$ cat config.mk
export PLATFORM = sky130hd
export DESIGN_NAME = hb_deadtime_ctrl
export DESIGN_NICKNAME = d
export VERILOG_FILES = /design/src/rtl/hbdt_pkg.sv /design/src/rtl/hbdt_sync.sv /design/src/rtl/hbdt_timer.sv /design/src/rtl/hbdt_fsm.sv /design/src/rtl/hb_deadtime_ctrl.sv
export SDC_FILE = /design/constraint.sdc
export NUM_CORES = 1
export LEC_CHECK = 0
export BUFFER_PORTS_ARGS = -buffer_cell sky130_fd_sc_hd__buf_2
export CORE_UTILIZATION = 51
export CTS_CLUSTER_DIAMETER = 60
export CTS_CLUSTER_SIZE = 28
export DETAILED_ROUTE_END_ITERATION = 8
export HOLD_SLACK_MARGIN = 0.03
export PLACE_DENSITY = 0.81
export SYNTH_ARGS = -nofsm -noshare
export SYNTH_HDL_FRONTEND = slang
export SYNTH_SLANG_ARGS = --single-unit
export TNS_END_PERCENT = 20
$ cat constraint.sdc
create_clock -name clk -period 1.1 [get_ports clk]
set_input_delay 0.22 -clock clk [delete_from_list [all_inputs] [get_ports clk]]
set_output_delay 0.22 -clock clk [all_outputs]
set_load 0.005 [all_outputs]
$ cat src/rtl/hbdt_pkg.sv
package hbdt_pkg;

  typedef enum logic [2:0] {
    ST_OFF     = 3'd0,
    ST_IDLE    = 3'd1,
    ST_LS_ON   = 3'd2,
    ST_HS_WAIT = 3'd3,
    ST_HS_DLY  = 3'd4,
    ST_HS_ON   = 3'd5,
    ST_LS_WAIT = 3'd6,
    ST_LS_DLY  = 3'd7
  } hb_state_e;

  // Round a nanosecond interval up to whole clock periods, never below one.
  function automatic int unsigned ns_to_cycles(input longint unsigned clk_hz,
                                               input longint unsigned ns);
    longint unsigned c;
    c = (ns * clk_hz + 64'd999_999_999) / 64'd1_000_000_000;
    return (c == 64'd0) ? 32'd1 : 32'(c);
  endfunction

endpackage

$ cat src/rtl/hbdt_sync.sv
module hbdt_sync #(
  parameter int unsigned W = 1
) (
  input  logic         clk,
  input  logic         rst_n,
  input  logic [W-1:0] d,
  output logic [W-1:0] q
);
  logic [W-1:0] meta;

  always_ff @(posedge clk or negedge rst_n) begin
    if (!rst_n) begin
      meta <= '0;
      q    <= '0;
    end else begin
      meta <= d;
      q    <= meta;
    end
  end
endmodule

$ cat src/rtl/hbdt_timer.sv
module hbdt_timer #(
  parameter int unsigned CNT_W = 4
) (
  input  logic             clk,
  input  logic             rst_n,
  input  logic             run,
  input  logic [CNT_W-1:0] limit,
  output logic             expired
);
  logic [CNT_W-1:0] cnt;
  logic             cnt_en;

  assign expired = run && (cnt == limit - 1'b1);
  assign cnt_en  = run && !expired;

  always_ff @(posedge clk or negedge rst_n) begin
    if (!rst_n) begin
      cnt <= '0;
    end else if (!run) begin
      cnt <= '0;
    end else if (cnt_en) begin
      cnt <= cnt + 1'b1;
    end
  end
endmodule

$ cat src/rtl/hbdt_fsm.sv
module hbdt_fsm
  import hbdt_pkg::*;
(
  input  logic      clk,
  input  logic      rst_n,
  input  logic      pwm_s,
  input  logic      en_s,
  input  logic      uvlo_s,
  input  logic      skip_s,
  input  logic      ls_low_s,
  input  logic      sw_low_s,
  input  logic      dly_exp,
  input  logic      fb_exp,
  output hb_state_e st,
  output logic      hs_en,
  output logic      ls_en
);
  hb_state_e nxt;
  hb_state_e low_path;

  // Where a falling PWM leads: toward the low side, or both-off under skip.
  assign low_path = skip_s ? ST_LS_WAIT : ST_IDLE;

  always_comb begin
    nxt = st;
    if (!en_s || uvlo_s) begin
      nxt = ST_OFF;
    end else begin
      unique case (st)
        ST_OFF:     nxt = (!pwm_s && skip_s) ? ST_LS_ON : ST_IDLE;
        ST_IDLE: begin
          if (pwm_s)       nxt = ST_HS_WAIT;
          else if (skip_s) nxt = ST_LS_WAIT;
        end
        ST_LS_ON: begin
          if (pwm_s)        nxt = ST_HS_WAIT;
          else if (!skip_s) nxt = ST_IDLE;
        end
        ST_HS_WAIT: begin
          if (!pwm_s)        nxt = low_path;
          else if (ls_low_s) nxt = ST_HS_DLY;
        end
        ST_HS_DLY: begin
          if (!pwm_s)       nxt = low_path;
          else if (dly_exp) nxt = ST_HS_ON;
        end
        ST_HS_ON: begin
          if (!pwm_s) nxt = low_path;
        end
        ST_LS_WAIT: begin
          if (pwm_s)         nxt = ST_HS_WAIT;
          else if (!skip_s)  nxt = ST_IDLE;
          else if (fb_exp)   nxt = ST_LS_ON;
          else if (sw_low_s) nxt = ST_LS_DLY;
        end
        ST_LS_DLY: begin
          if (pwm_s)                  nxt = ST_HS_WAIT;
          else if (!skip_s)           nxt = ST_IDLE;
          else if (dly_exp || fb_exp) nxt = ST_LS_ON;
        end
        default: nxt = ST_OFF;
      endcase
    end
  end

  always_ff @(posedge clk or negedge rst_n) begin
    if (!rst_n) st <= ST_OFF;
    else        st <= nxt;
  end

  assign hs_en = (st == ST_HS_ON);
  assign ls_en = (st == ST_LS_ON);
endmodule

$ cat src/rtl/hb_deadtime_ctrl.sv
module hb_deadtime_ctrl
  import hbdt_pkg::*;
#(
  parameter int unsigned CLK_HZ      = 50_000_000,
  parameter int unsigned HS_DT_NS    = 40,
  parameter int unsigned LS_DT_NS    = 60,
  parameter int unsigned FALLBACK_NS = 250
) (
  input  logic clk,
  input  logic rst_n,
  input  logic pwm_i,
  input  logic drv_en_i,
  input  logic uvlo_i,
  input  logic skip_n_i,
  input  logic ls_gate_low_i,
  input  logic sw_low_i,
  input  logic hs_gate_off_i,
  output logic hs_en_o,
  output logic ls_en_o
);
  localparam int unsigned HS_CYC  = ns_to_cycles(CLK_HZ, HS_DT_NS);
  localparam int unsigned LS_CYC  = ns_to_cycles(CLK_HZ, LS_DT_NS);
  localparam int unsigned FB_CYC  = ns_to_cycles(CLK_HZ, FALLBACK_NS);
  localparam int unsigned DLY_MAX = (HS_CYC > LS_CYC) ? HS_CYC : LS_CYC;
  localparam int unsigned MAX_CYC = (FB_CYC > DLY_MAX) ? FB_CYC : DLY_MAX;
  localparam int unsigned CNT_W   = $clog2(MAX_CYC + 1);
  localparam int unsigned N_IN    = 7;

  generate
    if (FB_CYC <= LS_CYC) begin : g_bad_cfg
      $error("fallback interval must exceed the low-side dead time");
    end
  endgenerate

  // Reset: asserted at once, released two edges later.
  logic [1:0] rst_pipe;
  logic       rst_n_int;

  always_ff @(posedge clk or negedge rst_n) begin
    if (!rst_n) rst_pipe <= 2'b00;
    else        rst_pipe <= {rst_pipe[0], 1'b1};
  end
  assign rst_n_int = rst_pipe[1];

  logic [N_IN-1:0] raw_in, syn_in;
  logic pwm_s, en_s, uvlo_s, skip_s, ls_low_s, sw_low_s, hs_off_s;

  assign raw_in = {pwm_i, drv_en_i, uvlo_i, skip_n_i, ls_gate_low_i, sw_low_i, hs_gate_off_i};
  assign {pwm_s, en_s, uvlo_s, skip_s, ls_low_s, sw_low_s, hs_off_s} = syn_in;

  hbdt_sync #(.W(N_IN)) u_sync (
    .clk(clk), .rst_n(rst_n_int), .d(raw_in), .q(syn_in)
  );

  hb_state_e        st;
  logic             dly_run, dly_exp, fb_run, fb_exp;
  logic [CNT_W-1:0] dly_lim;

  assign dly_run = (st == ST_HS_DLY) || (st == ST_LS_DLY);
  assign dly_lim = (st == ST_HS_DLY) ? CNT_W'(HS_CYC) : CNT_W'(LS_CYC);
  assign fb_run  = ((st == ST_LS_WAIT) || (st == ST_LS_DLY)) && hs_off_s;

  hbdt_timer #(.CNT_W(CNT_W)) u_dly_tmr (
    .clk(clk), .rst_n(rst_n_int), .run(dly_run), .limit(dly_lim), .expired(dly_exp)
  );

  hbdt_timer #(.CNT_W(CNT_W)) u_fb_tmr (
    .clk(clk), .rst_n(rst_n_int), .run(fb_run), .limit(CNT_W'(FB_CYC)), .expired(fb_exp)
  );

  hbdt_fsm u_fsm (
    .clk(clk), .rst_n(rst_n_int),
    .pwm_s(pwm_s), .en_s(en_s), .uvlo_s(uvlo_s), .skip_s(skip_s),
    .ls_low_s(ls_low_s), .sw_low_s(sw_low_s),
    .dly_exp(dly_exp), .fb_exp(fb_exp),
    .st(st), .hs_en(hs_en_o), .ls_en(ls_en_o)
  );
endmodule

* Yosys cells after proc, flatten, opt, wreduce, memory -nomap -nowiden
Index checks and enable logic that the tools add are counted.
Storage, ports and cells: register bits 27, input bits 9, output and inout bits 2, logic and storage cells 68
Operators by class: $add $sub $neg 3, equal/unequal tests 18, multiplexer cells 25, reductions and logical operators 16
Operators with widths (count):
- 3-bit two-way mux | 18
- 3-bit one-hot mux with 8 select lines | 1
- 4-bit two-way mux | 4
- 3-bit == test, second input constant | 4
- 4-bit by 1-bit adder with 4-bit output, second input constant | 2
- 4-bit by 3-bit != test with 1-bit output, second input constant | 2
- 7-bit AND reduction | 1
- 3-bit by 2-bit == test with 1-bit output, second input constant | 2
- 1-bit logical AND | 6
- 6-bit by 4-bit != test with 1-bit output, second input constant | 1
- 5-bit by 4-bit != test with 1-bit output, second input constant | 1
- 4-bit == test | 1
- 4-bit == test, second input constant | 1
- 1-bit logical NOT | 4
- 1-bit logical OR | 4
- 2-bit != test, second input constant | 2
- 4-bit by 1-bit != test with 1-bit output, second input constant | 1
- 4-bit != test, second input constant | 1
- 3-bit by 1-bit == test with 1-bit output, second input constant | 1
- 3-bit logical NOT | 1
- 3-bit != test, second input constant | 1
- 2-bit by 1-bit subtractor with 3-bit output, second input constant | 1
- 2-bit two-way mux | 1
- 1-bit two-way mux | 1

* Logic depth before layout (Yosys ltp)
Gate-level depths: netlist of the first run.
depth after elaboration 11, depth in mapped cells 7, gate-level depth less buffers 7

* By module
A second synthesis of the first run with hierarchy kept.
Unflattened totals: cells, all modules 147, area, all modules 1527.7 um^2
By module, submodules not included:
- hbdt_timer | times used 2, cells each 35, area each 324.1 um^2, sequential area each 100.1 um^2
- hbdt_fsm | times used 1, cells each 54, area each 444.2 um^2, sequential area each 75.1 um^2
- hbdt_sync | times used 1, cells each 14, area each 350.3 um^2, sequential area each 350.3 um^2
- hb_deadtime_ctrl | times used 1, cells each 9, area each 85.1 um^2, sequential area each 50.0 um^2

* Worst setup path before layout of the first run
Ideal clock, no wire load.
path kind register to register, start reg u_fsm.st[1], end reg u_fsm.st[0], library setup time 0.079 ns, data arrival time 1.536 ns, data required time 1.021 ns, setup slack -0.516 ns, cell stages (with the launch flop) 7, buffers on the path 1, clock period less this slack 1.616 ns, path through dfrtp_1 -> buf_6 -> or4b_1 -> a31oi_1 -> a41oi_1 -> o311ai_4 -> mux2i_1
On the way: cells in the longest elaborated chain, start to end 9, elaborated cells between the ends (all ways) 30, classes of those cells 1 x add/sub; 15 x eq/ne; 6 x mux; 8 x reduce/logical
Ends and longest elaborated chain:
- start, declared | RTL line hbdt_fsm.sv:14 | output hb_state_e st,
- start signal, assigned | RTL line hbdt_fsm.sv:68 | else st <= nxt;
- branches (longest 9 deep; another with 2-bit by 1-bit subtractor with 3-bit output)
Several ways; the timed one is not identified. A chain may end at the register's enable or synchronous reset.

* Worst setup path after layout of the first run
start reg u_sync.q[6], end reg u_fsm.st[1]
On the way: cells in the longest elaborated chain, start to end 5, elaborated cells between the ends (all ways) 19, classes of those cells 7 x eq/ne; 9 x mux; 3 x reduce/logical
Ends and longest elaborated chain:
- start, declared | RTL line hbdt_sync.sv:7 | output logic [W-1:0] q
- start signal, assigned | RTL line hbdt_sync.sv:17 | q <= meta;
- 1-bit logical NOT | RTL line hbdt_fsm.sv:30 | ST_OFF: nxt = (!pwm_s && skip_s) ? ST_LS_ON : ST_IDLE;
- 1-bit logical AND | RTL line hbdt_fsm.sv:30
- 2-bit two-way mux | RTL line hbdt_fsm.sv:30
- 3-bit one-hot mux with 8 select lines | RTL line hbdt_fsm.sv:29 | unique case (st)
- 3-bit two-way mux | RTL line hbdt_fsm.sv:26 | if (!en_s || uvlo_s) begin
Parallel ways exist; a longest one is shown, timed or not.

==> flow_summary.yaml, run 1 <==
clock_tree:
  clkTransAtPathRegs_ps: 130
  cts_tree: "built"
  cts.sinks: 27
  cts_buffer_depth: 2
  cts_buffers: 3
  clkLatencyLatePin_ps: 310
  htreeDepth: 1
  cts_root_buf: "clkbuf_4"
timing:
  skew_ps: 4.86
  worst_slack_ps: -556
  fin_crit_sh_pct: 151
  min_period_ps: 1660
  fmax_mhz: 604
  setup_viol: 13
  holdWs_ps: 156
  drv_slew: 0
  grt_setup_unrepaired: "true"
  hold_violations: 0
worst_setup_path:
  crit_fanout: 8
  worstPathRequired_ps: 1350
  startpoint_type: "flop"
  end_kind: "flop"
  critical_path_class: "reg -> reg"
  worstPathArrival_ps: 1900
die:
  fp.coreArea_sq_mm: 0.00230
  rows: 17
  start_util_pct: 55.8
  io_pins: 11
  die_area_sq_mm: 0.00272
  die_h_um: 52.1
  die_x_um: 52.1
logic_synthesis:
  yosys_register_bits: 27
  avgSynthCellArea_sq_um: 10.4
  ys_types: 36
  syn_area_sq_mm: 0.00128
  synth_ff_type: "dfrtp_1"
  syn_nets: 135
  yosysWarnings: 0
  ys_seq_area_share_pct: 52.7
  synth_edf_count: 0
  netlist_instances: 123
  async_flop_share_pct: 100
routing:
  routed_wl_mm: 2.93
  drt_iter0_markers: 35
  dr.pass1.iters: 4
  vias_per_cell: 5.44
  ant_nets: 0
  vias: 1088
  drc_errors: 0
  wl_per_cell_um: 14.6
cells_and_area:
  layout.cells.non_filler: 200
  layout-drive-gt1-share_pct: 36.0
  fill_cells: 152
  area_growth_pct: 40.5
  stdcell_area_sq_mm: 0.00180
  diodes: 0
  nets: 185
grt:
  track_usage_pct: 24.3
  grt_pass1_wl_mm: 4.64
  grt_max_degree: 19
  overflow: 0
  antenna_found_initial: 0
  grt_pass1_vias: 1135
power_and_ir_drop:
  p_per_area_mw_per_mm2: 949
  ir_drop_mv: 0.997
  p_leak_nw: 0.813
status:
  run_status: "finished, violations left"
  violations: "negative setup slack"
min_path:
  hold_class: "reg -> async"
placement:
  placed_area_sq_mm: 0.00158
  gp_congestion: 0.869
  portBuffers: 10
  dp_cells: 185
  dp_hpwl_mm: 1.98
flow_run:
  max_cap_viol_count: 0
-- registers in the layout (all words and copies together) (netlist names) --
name	count
u_dly_tmr.cnt	4
u_fb_tmr.cnt	4
u_sync.meta	7
u_fsm.st	3
u_sync.q	7
rst_pipe	2
-- logic make-up (layout without fill, tap and decap cells) --
family,Yosys count,after routing,share of synthesized area (%)
and+or+nand+nor,49,49,20.7
DFF,27,27,52.7
AOI/OAI and AO/OA,22,22,12.2
buffers and inverters,12,61,4.49
muxes,5,5,3.91
xor gates and xnor gates,4,4,2.73
adders and majority gates,3,3,2.93
other,1,1,0.293
-- synth_stat cells, drive strengths merged (2+ instances only) --
| cell | count | share of area (%) |
|---|---|---|
| dfrtp | 27 | 53 |
| nand2 | 10 | 2.9 |
| nor2 | 10 | 2.9 |
| nand3 | 8 | 3.1 |
| o21ai | 8 | 3.1 |
| inv | 6 | 1.8 |
| buf | 5 | 2.4 |
| mux2i | 5 | 3.9 |
| a31oi | 4 | 2.0 |
| nor2b | 4 | 2.0 |
| a21oi | 3 | 1.2 |
| ha | 3 | 2.9 |
| nand4 | 3 | 1.5 |
| nor3 | 3 | 1.6 |
| xnor2 | 3 | 2.1 |
| and2 | 2 | 0.98 |
| and3 | 2 | 0.98 |
-- repair_timing --
action | in CTS | in global routing
pin swaps | 8 | 2
hold endpoints to repair | 9 | 0
endpoints found under the setup margin | 13 | 13
hold buffers | 8 | 0
buffers inserted | 2 | 1
gates resized for setup | 10 | 11
-- placed cells by master, fill, tap and decap left out, drive strengths merged --
master,instances
a21oi,3
a22o,1
a31o,1
a31oi,4
a41oi,1
and2,2
and3,2
buf,43
clkbuf,3
clkinv,1
conb,1
dfrtp,27
dlygate4sd3,8
ha,3
inv,6
mux2i,5
nand2,10
nand2b,1
nand3,8
nand3b,1
nand4,3
nand4b,1
nand4bb,1
nor2,10
nor2b,4
nor3,3
nor3b,1
nor4bb,1
o2111ai,1
o21ai,8
o221ai,1
o22ai,1
o311ai,1
or4b,1
xnor2,3
xor2,1
-- worst max-delay path, stage by stage, from the launching register on --
cell and delay [ps]:
dfrtp_1 400, buf_4 160, nor2b_1 240, nand4_1 210, o311ai_4 350, mux2i_1 230
-- power breakdown --
part,switching (mW),total [mW],internal (mW)
logic,0.118,0.256,0.139
clock network,0.261,0.397,0.136
registers,0.0269,1.05,1.03
-- routing by layer --
layer,track usage (%),share of wire (%)
met5,0,0
met4,7.66,0.65
met3,4.97,3.9
met2,44.2,55
met1,28.3,40
-- metrics by stage --
step           util, %  TNS, ps  setup WS (ps)  total power [mW]
2_1_floorplan        -    -2040           -487              1.18
3_3_place_gp      68.6    -2000           -446              1.26
3_5_place_dp      68.6    -2550           -514              1.27
4_1_cts           76.0    -3460           -510              1.68
5_1_grt           78.4    -4610           -646              1.79
6_report          78.4    -3590           -556              1.71
-- final timing paths --
| kind | from | endpoint | slack [ps] | depth (start not counted) |
|---|---|---|---|---|
| min in group clk | u_sync.meta[1] | u_sync.q[1] | 370 | 0 |
| min reg2reg | rst_pipe[1] | u_sync.q[0] | 160 | 0 |
| max in group asynchronous | rst_pipe[1] | u_fb_tmr.cnt[1] | 530 | 1 |
| max | u_sync.q[6] | u_fsm.st[1] | -560 | 5 |
| min | rst_pipe[1] | u_sync.q[0] | 160 | 0 |
| max reg2reg | u_sync.q[6] | u_fsm.st[1] | -560 | 5 |
-- final cells by class --
class / count / area (sq um) / share of cell area [%]
clock inverter: 1 / 5.00 / 0.278
sequential: 27 / 676 / 37.5
clock buffer: 3 / 22.5 / 1.25
multi-input combinational: 84 / 627 / 34.8
tap: 28 / 35.0 / 1.95
inverter: 6 / 22.5 / 1.25
timing repair buffer: 51 / 413 / 22.9
No activity file was read; power rests on OpenSTA's default activity.
==> inputs of run 2 (changes only) <==
--- a/config.mk
+++ b/config.mk
@@ -6,6 +6,7 @@
 export NUM_CORES = 1
 export LEC_CHECK = 0
 export BUFFER_PORTS_ARGS = -buffer_cell sky130_fd_sc_hd__buf_2
+export CORE_ASPECT_RATIO = 1.4
 export CORE_UTILIZATION = 51
 export CTS_CLUSTER_DIAMETER = 60
 export CTS_CLUSTER_SIZE = 28
==> flow_summary.yaml, run 2 (synthesized netlist as in run 1, its figures left out) <==
status:
  run_status: "finished, violations left"
  violations: "negative setup slack"
power_and_ir_drop:
  ir_drop_mv: 1.10
  p_per_area_mw_per_mm2: 985
  p_leak_nw: 0.773
routing:
  vias: 1104
  drc_errors: 0
  routed_wl_mm: 3.14
  ant_nets: 0
  wl_per_cell_um: 15.8
  vias_per_cell: 5.55
  dr.pass1.iters: 4
  drt_iter0_markers: 30
min_path:
  hold_class: "in -> async"
die:
  start_util_pct: 53.6
  die_h_um: 61.3
  fp.coreArea_sq_mm: 0.00239
  die_area_sq_mm: 0.00272
  die_x_um: 44.4
  rows: 21
  io_pins: 11
grt:
  grt_pass1_vias: 1141
  overflow: 0
  antenna_found_initial: 0
  grt_pass1_wl_mm: 4.83
  grt_max_degree: 26
  track_usage_pct: 25.5
clock_tree:
  clkLatencyLatePin_ps: 320
  cts_buffers: 3
  htreeDepth: 1
  cts_root_buf: "clkbuf_4"
  cts_tree: "built"
  cts.sinks: 27
  cts_buffer_depth: 2
  clkTransAtPathRegs_ps: 140
timing:
  fin_crit_sh_pct: 149
  drv_slew: 0
  fmax_mhz: 611
  worst_slack_ps: -537
  hold_violations: 0
  min_period_ps: 1640
  grt_setup_unrepaired: "true"
  setup_viol: 13
  skew_ps: 1.95
flow_run:
  max_cap_viol_count: 0
cells_and_area:
  fill_cells: 159
  nets: 178
  diodes: 0
  stdcell_area_sq_mm: 0.00174
  layout_commonest_cell: "dfrtp_1"
  largestRegisters: "u_sync.meta x7, u_sync.q x7"
  layout-drive-gt1-share_pct: 32.7
  area_growth_pct: 36.1
  mostFrequentLayoutCells: "dfrtp_1, buf_4, nand2_1, buf_2, nor2_1"
  multi_input_area_sq_um: 628
  seqCellArea_sq_um: 677
worst_setup_path:
  cp-startpoint: "u_fsm.st[1]"
  worstPathRequired_ps: 1350
  startpoint_type: "flop"
  end_kind: "flop"
  crit_fanout: 4
  reg2reg_depth: 6
  worstPathArrival_ps: 1890
  critical_path_class: "reg -> reg"
  r2r-start: "u_fsm.st[1]"
placement:
  dp_slack_ps: -518
  dp_hpwl_mm: 2.00
  portBuffers: 10
  gp_congestion: 0.811
  placed_area_sq_mm: 0.00153
==> run 2: final timing paths <==
kind                       slack (ps)              to
setup / recovery                 -540     u_fsm.st[1]
hold / removal                    210     rst_pipe[0]
setup reg to reg                 -540     u_fsm.st[1]
hold reg to reg                   230  u_sync.meta[4]
max in group asynchronous         610     u_fsm.st[0]
min in group clk                  370     u_sync.q[1]
==> run 2: what timing repair did <==
| item | CTS | global route |
|---|---|---|
| hold endpoints to repair | 9 | 0 |
| buffers inserted | 1 | 1 |
| hold buffers | 8 | 0 |
| pin swaps | 7 | 7 |
| cloned | 0 | 0 |
| resized for setup | 8 | 13 |
| setup endpoints to repair | 12 | 13 |
==> run 2: cell type report <==
cell class,count,area share (%)
timing repair buffer,44,19.7
inverter,6,1.29
clock buffer,3,1.29
tap,34,2.44
multi-input combinational,84,36.0
sequential,27,38.8
clock inverter,1,0.430
==> run 2: layer usage <==
| layer | part of all wire (%) | GRT usage [%] | routed length, um |
|---|---|---|---|
| met1 | 35 | 26.7 | 1110 |
| met2 | 58 | 46.6 | 1830 |
| met3 | 1.5 | 2.05 | 46 |
| met4 | 4.7 | 19.5 | 147 |
| met5 | 0 | 0 | 0 |
==> run 2: stage by stage <==
| step | TNS [ps] | std cells | util [%] | total power [mW] | hold WS (ps) |
|---|---|---|---|---|---|
| after floorplan | -2040 | 123 | - | 1.18 | -75.6 |
| after global placement | -2190 | 185 | 63.8 | 1.24 | 3.58 |
| after detailed placement | -2640 | 185 | 63.8 | 1.25 | 9.81 |
| after CTS | -3290 | 198 | 70.2 | 1.71 | 206 |
| after global routing | -4500 | 199 | 72.9 | 1.81 | 182 |
| final | -3620 | 199 | 72.9 | 1.72 | 208 |
==> run 2: critical path, cell delays in order (launching register included) <==
cell,delay [ps]
dfrtp_1,450
buf_6,150
and2_1,170
a22o_1,210
a31o_2,230
o311ai_4,110
mux2i_1,250
==> run 2: report_power, final <==
| part | leakage, nW | total [mW] | switching [mW] | internal, mW |
|---|---|---|---|---|
| Sequential | 0.337 | 1.05 | 0.0232 | 1.03 |
| Combinational | 0.422 | 0.235 | 0.119 | 0.117 |
| Clock | 0.0139 | 0.431 | 0.292 | 0.139 |
